==> config.mk <==
export PLATFORM = sky130hd
export DESIGN_NAME = modcnt_top
export DESIGN_NICKNAME = d
export VERILOG_FILES = /design/src/rtl/modcnt_pkg.sv /design/src/rtl/modcnt_regs.sv /design/src/rtl/modcnt_counter.sv /design/src/rtl/modcnt_flag.sv /design/src/rtl/modcnt_top.sv
export SDC_FILE = /design/constraint.sdc
export NUM_CORES = 1
export LEC_CHECK = 0
export ABC_AREA = 1
export BUFFER_PORTS_ARGS = -buffer_cell sky130_fd_sc_hd__buf_2
export CAP_MARGIN = 15
export CELL_PAD_IN_SITES_DETAIL_PLACEMENT = 1
export CELL_PAD_IN_SITES_GLOBAL_PLACEMENT = 2
export CORE_ASPECT_RATIO = 2
export CORE_UTILIZATION = 33
export CTS_BUF_LIST = sky130_fd_sc_hd__clkbuf_4
export DETAILED_ROUTE_END_ITERATION = 8
export GPL_ROUTABILITY_DRIVEN = 0
export PLACE_DENSITY_LB_ADDON = 0.05
export REMOVE_ABC_BUFFERS = 1
export SLEW_MARGIN = 15
export SYNTH_ARGS = -nofsm -noshare
export SYNTH_HDL_FRONTEND = slang
export SYNTH_SLANG_ARGS = --single-unit
export TNS_END_PERCENT = 1
==> constraint.sdc <==
create_clock -name clk -period 3.55 [get_ports clk]
set_clock_uncertainty 0.05 [all_clocks]
set_input_delay 0.71 -clock clk [delete_from_list [all_inputs] [get_ports clk]]
set_output_delay 0.71 -clock clk [all_outputs]
set_load 0.03 [all_outputs]
==> src/rtl/modcnt_pkg.sv <==
// Package modcnt_pkg
// Shared register addresses and the control-register layout for the
// modulus down-counter. Assumes a two-bit register address space.
package modcnt_pkg;

    localparam int ADDR_W = 2;
    localparam int CTRL_W = 3;

    typedef enum logic [ADDR_W-1:0] {
        RA_CTRL  = 2'd0,
        RA_COUNT = 2'd1,
        RA_FLAG  = 2'd2,
        RA_SPARE = 2'd3
    } reg_addr_e;

    // bit 2 run, bit 1 wrap, bit 0 interrupt enable
    typedef struct packed {
        logic run;
        logic wrap;
        logic irq_en;
    } ctrl_t;

endpackage

==> src/rtl/modcnt_regs.sv <==
// Module modcnt_regs
// Bus decode, control register and read-data multiplexer.
// Assumes single-cycle accesses qualified by bus_sel; read data is
// combinational on the address; DATA_W is at least CTRL_W.
module modcnt_regs #(
    parameter int DATA_W = 16,
    parameter int CNT_W  = 16
) (
    input  logic                          clk,
    input  logic                          rst_n,
    input  logic                          bus_sel,
    input  logic                          bus_wr,
    input  logic                          bus_rd,
    input  logic [modcnt_pkg::ADDR_W-1:0] bus_addr,
    input  logic [DATA_W-1:0]             bus_wdata,
    input  logic [CNT_W-1:0]              cnt_val,
    input  logic                          flag_val,
    output modcnt_pkg::ctrl_t             ctrl,
    output logic                          cnt_load,
    output logic                          cnt_access,
    output logic                          flag_w1c,
    output logic [DATA_W-1:0]             bus_rdata
);
    import modcnt_pkg::*;

    localparam int PAD_W = DATA_W - CTRL_W;

    reg_addr_e addr;
    logic      any_access;
    logic      ctrl_wr;

    // Decode each strobe into per-register requests.
    always_comb begin
        addr       = reg_addr_e'(bus_addr);
        any_access = bus_sel && (bus_wr || bus_rd);
        ctrl_wr    = bus_sel && bus_wr && (addr == RA_CTRL);
        cnt_load   = bus_sel && bus_wr && (addr == RA_COUNT);
        cnt_access = any_access && (addr == RA_COUNT);
        flag_w1c   = bus_sel && bus_wr && (addr == RA_FLAG) && bus_wdata[0];
    end

    // Hold the control bits written at the control address.
    always_ff @(posedge clk) begin
        if (!rst_n) begin
            ctrl <= '0;
        end else if (ctrl_wr) begin
            ctrl <= ctrl_t'(bus_wdata[CTRL_W-1:0]);
        end
    end

    logic [DATA_W-1:0] ctrl_word;
    logic [DATA_W-1:0] cnt_word;

    // Widen the control bits to the bus width (variant chosen by width).
    generate
        if (PAD_W > 0) begin : g_ctrl_pad
            assign ctrl_word = {{PAD_W{1'b0}}, ctrl};
        end else begin : g_ctrl_exact
            assign ctrl_word = ctrl;
        end
        if (DATA_W > CNT_W) begin : g_cnt_pad
            assign cnt_word = {{(DATA_W-CNT_W){1'b0}}, cnt_val};
        end else begin : g_cnt_trunc
            assign cnt_word = cnt_val[DATA_W-1:0];
        end
    endgenerate

    // Select read data by address; unused bits read as zero.
    always_comb begin
        unique case (addr)
            RA_CTRL:  bus_rdata = ctrl_word;
            RA_COUNT: bus_rdata = cnt_word;
            RA_FLAG:  bus_rdata = {{(DATA_W-1){1'b0}}, flag_val};
            default:  bus_rdata = '0;
        endcase
    end

    // A control write shows its low bits on the next cycle.
    p_ctrl_wr_r10: assert property (@(posedge clk) disable iff (!rst_n)
        ctrl_wr |=> (ctrl == ctrl_t'($past(bus_wdata[CTRL_W-1:0]))));

    // Without a control write the control bits stay put.
    p_ctrl_hold_r10: assert property (@(posedge clk) disable iff (!rst_n)
        !ctrl_wr |=> $stable(ctrl));

endmodule

==> src/rtl/modcnt_counter.sv <==
// Module modcnt_counter
// Down-counter with modulus register, reload and zero detection.
// Assumes tick is a one-cycle enable. A bus load beats a tick in the
// same cycle. set_evt is high when a tick moves the count from 1 to 0.
module modcnt_counter #(
    parameter int CNT_W  = 16,
    parameter int DATA_W = 16
) (
    input  logic              clk,
    input  logic              rst_n,
    input  logic              tick,
    input  logic              run,
    input  logic              wrap,
    input  logic              load,
    input  logic [DATA_W-1:0] load_val,
    output logic [CNT_W-1:0]  cnt,
    output logic              set_evt
);
    localparam logic [CNT_W-1:0] ONE = CNT_W'(1);

    logic [CNT_W-1:0] modv;
    logic [CNT_W-1:0] load_cnt;
    logic             step;
    logic             at_zero;

    // Fit the bus word to the counter width.
    generate
        if (DATA_W >= CNT_W) begin : g_load_trunc
            assign load_cnt = load_val[CNT_W-1:0];
        end else begin : g_load_pad
            assign load_cnt = {{(CNT_W-DATA_W){1'b0}}, load_val};
        end
    endgenerate

    // Qualify a counting step and flag the 1-to-0 transition.
    always_comb begin
        step    = run && tick && !load;
        at_zero = (cnt == '0);
        set_evt = step && (cnt == ONE);
    end

    // Keep the modulus written by the bus.
    always_ff @(posedge clk) begin
        if (!rst_n) begin
            modv <= '0;
        end else if (load) begin
            modv <= load_cnt;
        end
    end

    // Load, decrement, reload or hold the count.
    always_ff @(posedge clk) begin
        if (!rst_n) begin
            cnt <= '0;
        end else if (load) begin
            cnt <= load_cnt;
        end else if (step) begin
            if (!at_zero) begin
                cnt <= cnt - ONE;
            end else if (wrap) begin
                cnt <= modv;
            end
        end
    end

    p_load_r2: assert property (@(posedge clk) disable iff (!rst_n)
        load |=> (cnt == $past(load_cnt)));

    p_dec_r3: assert property (@(posedge clk) disable iff (!rst_n)
        (run && tick && !load && cnt != '0) |=> (cnt == $past(cnt) - ONE));

    p_idle_r3: assert property (@(posedge clk) disable iff (!rst_n)
        (!load && !(run && tick)) |=> $stable(cnt));

    p_reload_r5: assert property (@(posedge clk) disable iff (!rst_n)
        (run && tick && !load && cnt == '0 && wrap) |=> (cnt == $past(modv)));

    p_park_r5: assert property (@(posedge clk) disable iff (!rst_n)
        (run && tick && !load && cnt == '0 && !wrap) |=> (cnt == '0));

endmodule

==> src/rtl/modcnt_flag.sv <==
// Module modcnt_flag
// Sticky underflow flag with write-one clear, fast clear and the
// interrupt output. Assumes the clear requests are already decoded.
// A set in the same cycle as a clear leaves the flag at one.
module modcnt_flag (
    input  logic clk,
    input  logic rst_n,
    input  logic set_evt,
    input  logic w1c_req,
    input  logic fclr_en,
    input  logic cnt_access,
    input  logic irq_en,
    output logic flag,
    output logic irq
);
    logic clr_req;

    // Merge the two clear sources.
    always_comb begin
        clr_req = w1c_req || (fclr_en && cnt_access);
    end

    // Set has priority over clear.
    always_ff @(posedge clk) begin
        if (!rst_n) begin
            flag <= 1'b0;
        end else if (set_evt) begin
            flag <= 1'b1;
        end else if (clr_req) begin
            flag <= 1'b0;
        end
    end

    // Gate the flag with the interrupt enable.
    always_comb begin
        irq = flag && irq_en;
    end

    p_set_r4: assert property (@(posedge clk) disable iff (!rst_n)
        set_evt |=> flag);

    p_sticky_r4: assert property (@(posedge clk) disable iff (!rst_n)
        (!w1c_req && !(fclr_en && cnt_access) && flag) |=> flag);

    p_w1c_r6: assert property (@(posedge clk) disable iff (!rst_n)
        (w1c_req && !set_evt) |=> !flag);

    p_fast_r7: assert property (@(posedge clk) disable iff (!rst_n)
        (fclr_en && cnt_access && !set_evt) |=> !flag);

    p_noset_r6: assert property (@(posedge clk) disable iff (!rst_n)
        (!set_evt && !flag) |=> !flag);

endmodule

==> src/rtl/modcnt_top.sv <==
// Module modcnt_top
// Modulus down-counter with a sticky underflow flag behind a small
// register interface. Assumes tick comes from an external prescaler and
// fclr_en from a chip-wide control bit.
module modcnt_top #(
    parameter int CNT_W  = 16,
    parameter int DATA_W = 16
) (
    input  logic                          clk,
    input  logic                          rst_n,
    input  logic                          tick,
    input  logic                          fclr_en,
    input  logic                          bus_sel,
    input  logic                          bus_wr,
    input  logic                          bus_rd,
    input  logic [modcnt_pkg::ADDR_W-1:0] bus_addr,
    input  logic [DATA_W-1:0]             bus_wdata,
    output logic [DATA_W-1:0]             bus_rdata,
    output logic                          irq
);
    import modcnt_pkg::*;

    ctrl_t            ctrl;
    logic             cnt_load;
    logic             cnt_access;
    logic             flag_w1c;
    logic [CNT_W-1:0] cnt;
    logic             set_evt;
    logic             flag;

    modcnt_regs #(.DATA_W(DATA_W), .CNT_W(CNT_W)) u_regs (
        .clk        (clk),
        .rst_n      (rst_n),
        .bus_sel    (bus_sel),
        .bus_wr     (bus_wr),
        .bus_rd     (bus_rd),
        .bus_addr   (bus_addr),
        .bus_wdata  (bus_wdata),
        .cnt_val    (cnt),
        .flag_val   (flag),
        .ctrl       (ctrl),
        .cnt_load   (cnt_load),
        .cnt_access (cnt_access),
        .flag_w1c   (flag_w1c),
        .bus_rdata  (bus_rdata)
    );

    modcnt_counter #(.CNT_W(CNT_W), .DATA_W(DATA_W)) u_counter (
        .clk      (clk),
        .rst_n    (rst_n),
        .tick     (tick),
        .run      (ctrl.run),
        .wrap     (ctrl.wrap),
        .load     (cnt_load),
        .load_val (bus_wdata),
        .cnt      (cnt),
        .set_evt  (set_evt)
    );

    modcnt_flag u_flag (
        .clk        (clk),
        .rst_n      (rst_n),
        .set_evt    (set_evt),
        .w1c_req    (flag_w1c),
        .fclr_en    (fclr_en),
        .cnt_access (cnt_access),
        .irq_en     (ctrl.irq_en),
        .flag       (flag),
        .irq        (irq)
    );

    // The cycle after reset releases, the interrupt is still low.
    p_reset_quiet_r1: assert property (@(posedge clk)
        !rst_n |=> !irq);

endmodule

After elaboration in Yosys (flattened, before gate mapping)
Index checks and enable logic that the tools add are counted.
{ "classes": {"addsub": 1, "mul": 0, "div": 0, "magnitude_cmp": 0, "eq_ne": 4, "shift": 0, "muxes": 7, "bitwise_logic": 0, "n_reduce_logical": 20} }
{ "ops": {"columns": ["op", "count"], "rows": [
  ["16-bit two-way mux", 4],
  ["16-bit one-hot mux with 3 select lines", 1],
  ["16-bit by 1-bit equality test with 1-bit output, second input constant", 1],
  ["16-bit zero test", 1],
  ["16-bit by 1-bit subtractor with 16-bit output, second input constant", 1],
  ["1-bit logical AND", 12],
  ["2-bit nonzero test", 2],
  ["3-bit by 2-bit != test with 1-bit output, second input constant", 1],
  ["2-bit by 1-bit equality test with 1-bit output, second input constant", 1],
  ["2-bit equality test, second input constant", 1],
  ["2-bit zero test", 1],
  ["1-bit logical OR", 2],
  ["1-bit two-way mux", 2],
  ["2-bit AND reduction", 1],
  ["1-bit zero test", 1]
]} }
{ "totals": {"regBits": 36, "latchBits": 0, "ramBits": 0, "rom_bits": 0, "word_cells": 38, "mem_count": 0} }

Depth between registers and ports, before layout
Gate-level depths: netlist (run 1).
{ "depth": {"depth_word": 7, "mapped_depth": 12, "mapped_depth_nobuf": 12} }

Hierarchy
From an unflattened synthesis (run 1), not the netlist that was laid out.
{ "unflattened": {"cells_unflattened": 400, "area_unflattened_um2": 2552.4} }
{ "modules_own_cells": {"columns": ["module", "instances", "cells_each", "area_per_inst_um2", "seq_area_each_um2"], "rows": [
  ["modcnt_counter", 1, 324, 2072.0, 640.6],
  ["modcnt_regs", 1, 67, 419.2, 60.1],
  ["modcnt_flag", 1, 9, 61.3, 20.0]
]} }

Least setup slack after synthesis (run 1)
Ideal clock, no wire load.
{ "synth_path": {"path_type": "in2out", "from": "input port bus_addr[0] (netlist bit)", "to": "output port bus_rdata[2]", "t_arrival_ns": 1.683, "required_ns": 2.790, "slack_ns": 1.107, "path_stages": 4, "path_cell_list": "inv_1 nor2_2 inv_1 o21ai_0"} }
{ "synth_between": {"elab_chain_cells": 2, "word_cells_on_any_way": 4, "classes_between": "eq/ne (2); mux (1); reduce/logical (1)"} }
{ "synth_lines": {"columns": ["item", "line", "rtl"], "rows": [
  ["from (decl)", "modcnt_top.sv:16", "input logic [modcnt_pkg::ADDR_W-1:0] bus_addr,"],
  ["2-bit equality test, or another cell as far along", "modcnt_regs.sv:70", "unique case (addr)"],
  ["16-bit one-hot mux with 3 select lines *", "modcnt_regs.sv:70", null],
  ["to (decl)", "modcnt_top.sv:18", "output logic [DATA_W-1:0] bus_rdata,"]
]} }
Mark *: on every way between the ends. The rest lies on a longest branch, timed or not.

Final worst setup path (run 1)
{ "layout_path": {"from": "input port bus_addr[0] (netlist bit)", "to": "output port bus_rdata[0]"} }
Same word-level chain as after synthesis.

==> out/results.ini, run 1 <==
[setup_path]
cpLargestDelayFamily=buffers and inverters
worst-path-max-fanout=16
critical_path.startpoint_type=input pin
cp_max_delay_cell=inv_1
critical_path_arrival_ns=1.77
worst-setup-path-type=input pin to output port
critical_path.cell_chain=buf_2 > inv_1 > nor2_2 > inv_1 > o211ai_1 > buf_2
buf_inv_on_cp=4
cp_data_required_time_ns=2.79
setup.worst_path.end_class=output port
max_incr_delay_on_cp_ns=0.29

[routing]
route.vias.total=2357
drc=0
drt_wl_total_mm=7.14
iteration_count_of_the_initial_detailed_routing_pass=4
route.detailed.vias_per_inst=4.85
detail_route.wl_per_cell_um=14.7
route.antenna.remaining_nets=0
drt_iter0_markers=59

[synthesis]
synth_most_common_cell=nand2_1
arithmetic_cell_share_of_the_synthesized_area_counting_full_adders_half_adders_and_majority_gates=0.0162
yosys_register_bits=36
synth_ff_type=dfxtp_1
synth.avg_cell_area_um2=6.44
synth_top_area_share=0.312
yosysWarningCount=0
synth_xor_area_frac=0.0114
synth_commonest_cells=105 x nand2_1, 55 x nor2_1, 39 x inv_1, 36 x dfxtp_1, 24 x a21oi_1
post_synthesis_sequential_area_ratio=0.312
synth_compound_gate_area_share=0.139
dominant_combinational_cell_family_by_area_after_synthesis=simple AND/OR/NAND/NOR gates
synth_area_leaders=dfxtp_1 31%, nand2_1 17%, nor2_1 8.9%
post_synth_inst_count=359
synth_cell_types=32
count_of_flip_flops_with_a_built_in_enable_after_synthesis=0
synth-simple-area-share=0.419
syn_area_um2=2310
synthMuxAreaShare=0
synth_largest_area_cell=dfxtp_1
postSynth.asyncResetShare=0

[power_and_ir_drop]
finalPower_uw=1140
leakage_uw=0.00132
worst_ir_drop_vdd_uv=291
power.density_cell_area_nw_per_um2=438

[sta]
fin_ws_ns=1.02
max_freq_mhz=396
final.hold.worst_slack_ns=0.426
setup_viol=0
timing_max_transition_violations_final=0
final_worst_path_period_share=0.712
worst_slew_pin_slew_ns=0.793
grt_setup_unrepaired=false
totalNegativeSetupSlack_ns=0
final_period_minus_worst_setup_slack_ns=2.53
worst_slew_margin_rel=0.471
final_hold_viol_count=0

[floorplan]
initial_utilization=0.346
io_pins=42
die_height_um=120
die_extent_in_x_um=61.2
die_area_um2=7370
design.core.area_um2=6670
num_rows=42

[clock_tree]
max-clock-path-buffers=2
clock-sinks=36
postCtsSetupBuffers=0
clock_pin_slew_reported_for_the_worst_setup_and_hold_paths_after_clock_tree_synthesis_ns=0.11
ctsResizeCount=0
post_cts_hold_buffer_count=0
cts_buffers=5
clockRootBuffer=clkbuf_4
clock_insertion_delay_worst_skew_ns=0.38
cts_htree_levels=2
cts_tree=done

[hold_path]
worst_hold_path_type=flop to flop

[run_status]
outcome=completed

[finish]
drive_gt1_frac=0.211
area_delta_synth_final_pct=12.7
inserted_diodes=0
nets=425

[grt]
global_route_usage_sum=0.219
grt_start_max_net_pins=21
global_route_wire_length_before_repair_mm=11.7
number_of_global_route_vias_before_repair=2395
number_of_antenna_violations_at_the_first_check_in_global_routing=0
grt.overflow.total=0

[flow_run]
drv_cap=0

[placed_design]
place.detailed.hpwl_mm=5.26
preCtsSetupSlack_ns=0.969
buffer_ports.inserted=41

[worst register-to-register path, delay by kind of cell (launching register included)]
family	cells	cell delay, ns
DFF	1	0.37
buffers and inverters	1	0.15
adders and majority gates	1	0.21
and+or+nand+nor	9	0.99
[layout by cell type, fill, tap and decap left out, types with 2 or more instances in the layout]
cell,count
ha_1,3
nor2_2,10
dfxtp_1,36
nand2_4,5
o21ai_1,12
nand2_2,4
nand2_1,105
a21oi_1,24
nor2_8,2
buf_2,41
o21ai_0,6
nor2_4,3
a21oi_2,7
nand4_1,3
nor2_1,55
xor2_1,2
inv_1,39
nand3_1,22
clkbuf_4,7
[final cells by class]
cell class	count	area, um2
Inverter	40	150
Clock inverter	1	3.75
Multi-Input combinational cell	272	1360
Timing Repair Buffer	42	213
Tap cell	88	110
Fill cell	930	4070
Sequential cell	36	721
Clock buffer	7	52.6
[registers in the layout, indices dropped and copies added, names as in the netlist]
register / flops
u_regs.ctrl: 3
u_counter.cnt: 16
u_flag.flag: 1
u_counter.modv: 16
[worst paths after layout]
kind                                   from                             end  slack, ns  depth (start not counted)
max reg2reg   u_counter.cnt[0]$_SDFFE_PN0P_   u_counter.cnt[6]$_SDFFE_PN0P_       1.69                         11
max                             bus_addr[0]                    bus_rdata[0]       1.02                          6
min reg2reg  u_counter.modv[1]$_SDFFE_PN0P_  u_counter.modv[1]$_SDFFE_PN0P_       0.43                          2
min          u_counter.modv[1]$_SDFFE_PN0P_  u_counter.modv[1]$_SDFFE_PN0P_       0.43                          2
[kinds of logic after synthesis]
family,count (synthesis)
flops,36
simple gates,211
fa+ha+maj,3
xor+xnor,3
compound gates,55
buf+inv,51
[through the flow]
stage,cell area (um2),std cells,utilization
after floorplan,2230,348,-
after global placement,2550,478,0.382
after detailed placement,2550,478,0.382
after CTS,2610,486,0.390
after global routing,2610,486,0.390
final,2610,486,0.390
[report_power, final]
part | switching [uW] | total [uW] | leakage (uW) | internal [uW]
Sequential | 17.4 | 438 | 0.000292 | 421
Combinational | 308 | 456 | 0.000999 | 149
Clock | 154 | 246 | 0.0000338 | 91.4
[metal layers]
layer	vias to the layer above	GRT usage	wire length, um
li1	1204	-	-
met3	8	0.0332	170
met2	35	0.409	4110
met5	-	0	0
met4	0	0.0838	136
met1	1110	0.228	2720
No activity file was read; power rests on OpenSTA's default activity.
==> run 2: changes to the inputs <==
Settings changed: CORE_UTILIZATION 33 to 31.
Clock period 3.55 ns to 2.5 ns, I/O delays scaled along.
==> out/results.ini, run 2 (synthesis results as in run 1) <==
[run_status]
outcome=completed

[setup_path]
worst_r2r_endpoint=u_counter.cnt[5]$_SDFFE_PN0P_
worst-setup-path-type=input pin to output port
rr_worst_depth=11  ; unchanged
setup.worst_path.end_class=output port
cp_data_required_time_ns=1.95  ; -0.84 ns
critical_path.startpoint_type=input pin
timing.rr.start=u_counter.cnt[1]$_SDFFE_PN0P_
worst-path-max-fanout=16  ; unchanged
reg2reg_slack_ns=0.66  ; -1.03 ns
critical_path_arrival_ns=1.54  ; -0.23 ns

[routing]
route.vias.total=2363  ; +0.25%
drc=0  ; unchanged
drt_wl_total_mm=7.30  ; +2.4%
detail_route.wl_per_cell_um=14.9  ; +1.3%
iteration_count_of_the_initial_detailed_routing_pass=4  ; unchanged
route.antenna.remaining_nets=0  ; unchanged
route.detailed.vias_per_inst=4.81  ; -0.77%
drt_iter0_markers=65  ; +10%

[power_and_ir_drop]
worst_ir_drop_vdd_uv=346  ; +19%
leakage_uw=0.00134  ; +0.85%
power.density_cell_area_nw_per_um2=645  ; +47%
finalPower_uw=1700  ; +49%

[sta]
max_freq_mhz=478
final.hold.worst_slack_ns=0.325  ; -0.101 ns
final_hold_viol_count=0  ; unchanged
timing_max_transition_violations_final=0  ; unchanged
setup_viol=0  ; unchanged
totalNegativeSetupSlack_ns=0  ; unchanged
final_worst_path_period_share=0.837
worst_slew_pin_slew_ns=0.811  ; +0.0178 ns
worst_slew_margin_rel=0.459  ; -0.0119
final_period_minus_worst_setup_slack_ns=2.09
grt_setup_unrepaired=false

[clock_tree]
cts_tree=done
clock_insertion_delay_worst_skew_ns=0.37  ; about the same
cts_buffers=5  ; unchanged
clockRootBuffer=clkbuf_4
post_cts_hold_buffer_count=0  ; unchanged
clock-sinks=36  ; unchanged
clock_pin_slew_reported_for_the_worst_setup_and_hold_paths_after_clock_tree_synthesis_ns=0.13  ; +0.02 ns
ctsResizeCount=0  ; unchanged
max-clock-path-buffers=2  ; unchanged
cts_htree_levels=2  ; unchanged
postCtsSetupBuffers=0  ; unchanged

[floorplan]
die_height_um=124  ; +3.1%
initial_utilization=0.321  ; -0.0258
die_area_um2=7830  ; +6.3%
die_extent_in_x_um=63.1  ; +3.1%
design.core.area_um2=7210  ; +8.1%
io_pins=42  ; unchanged
num_rows=44  ; +4.8%

[placed_design]
place.detailed.hpwl_mm=5.44  ; +3.5%
place.detailed.instances=483  ; +1.0%
buffer_ports.inserted=41  ; unchanged

[hold_path]
whs_endpoint=u_regs.ctrl[2]$_SDFFE_PN0P_
worst_hold_path_type=input pin to flop
hold_start=bus_wdata[2]
worst_hold_path.num_cells=3  ; +1

[grt]
global_route_usage_sum=0.208  ; -0.0108
grt_start_max_net_pins=21  ; unchanged
grt.overflow.total=0  ; unchanged
number_of_antenna_violations_at_the_first_check_in_global_routing=0  ; unchanged
number_of_global_route_vias_before_repair=2447  ; +2.2%
global_route_wire_length_before_repair_mm=12.3  ; +5.1%

[finish]
nets=426  ; +0.24%
n_fill_cell=992  ; +6.7%
area_delta_synth_final_pct=14.0
top_regs=u_counter.cnt x16, u_counter.modv x16, u_regs.ctrl x3
commonest_non_fill_non_tap_cell_in_the_layout=nand2_1
final_cells=491  ; +1.0%
inserted_diodes=0  ; unchanged
most-common-layout-cells=105 x nand2_1, 55 x nor2_1, 41 x buf_2
drive_gt1_frac=0.211  ; -0.000529

[flow_run]
drv_cap=0  ; unchanged

==> run 2: cell types whose count changed in the layout (fill, tap and decap cells not counted), sizes merged <==
cell / delta
buf: +1
bufinv: +1
clkinv: +1
clkbuf: -2
==> run 2: metal layers <==
| layer | wire length (um) | vias up | track usage |
|---|---|---|---|
| li1 | - | 1204 | - |
| met1 | 2920 | 1119 | 0.214 |
| met2 | 4090 | 32 | 0.409 |
| met3 | 128 | 8 | 0.0293 |
| met4 | 161 | 0 | 0.0828 |
| met5 | 0 | - | 0 |
==> run 2: area by class of cell <==
class / instances / area (um2) / area share
multi-input combinational: 272 / 1360 / 0.514
sequential: 36 / 721 / 0.273
timing repair buffer: 43 / 220 / 0.0835
inverter: 40 / 150 / 0.0570
tap: 92 / 115 / 0.0437
clock buffer: 5 / 37.5 / 0.0142
clock inverter: 3 / 37.5 / 0.0142
==> run 2: critical path: stages <==
cell and delay, ns:
buf_2 0.09, inv_1 0.06, nor2_2 0.14, inv_1 0.28, o211ai_1 0.25, buf_2 0.22
==> run 2: where the power goes <==
part | total [uW] | leakage [uW] | switching, uW | internal, uW
clock | 428 | 0.0000403 | 224 | 204
sequential | 622 | 0.000292 | 24.2 | 598
combinational | 649 | 0.00100 | 437 | 212
==> run 2: how the worst max path moves through the flow <==
stage	to	start	slack, ns
after detailed placement	bus_rdata[0]	bus_addr[0]	0.38
after CTS	bus_rdata[0]	bus_addr[0]	0.37
after global placement	bus_rdata[0]	bus_addr[1]	0.41
after floorplan	bus_rdata[2]	bus_addr[0]	0.37
after global routing	bus_rdata[0]	bus_addr[0]	0.29
final	bus_rdata[0]	bus_addr[0]	0.41
==> run 2: through the flow <==
step                      utilization  cell area [um2]  setup WS (ns)
final                           0.366             2640          0.408
after CTS                       0.366             2640          0.373
after global placement          0.355             2560          0.408
after detailed placement        0.355             2560          0.376
after floorplan                     -             2230          0.375
after global routing            0.366             2640          0.289
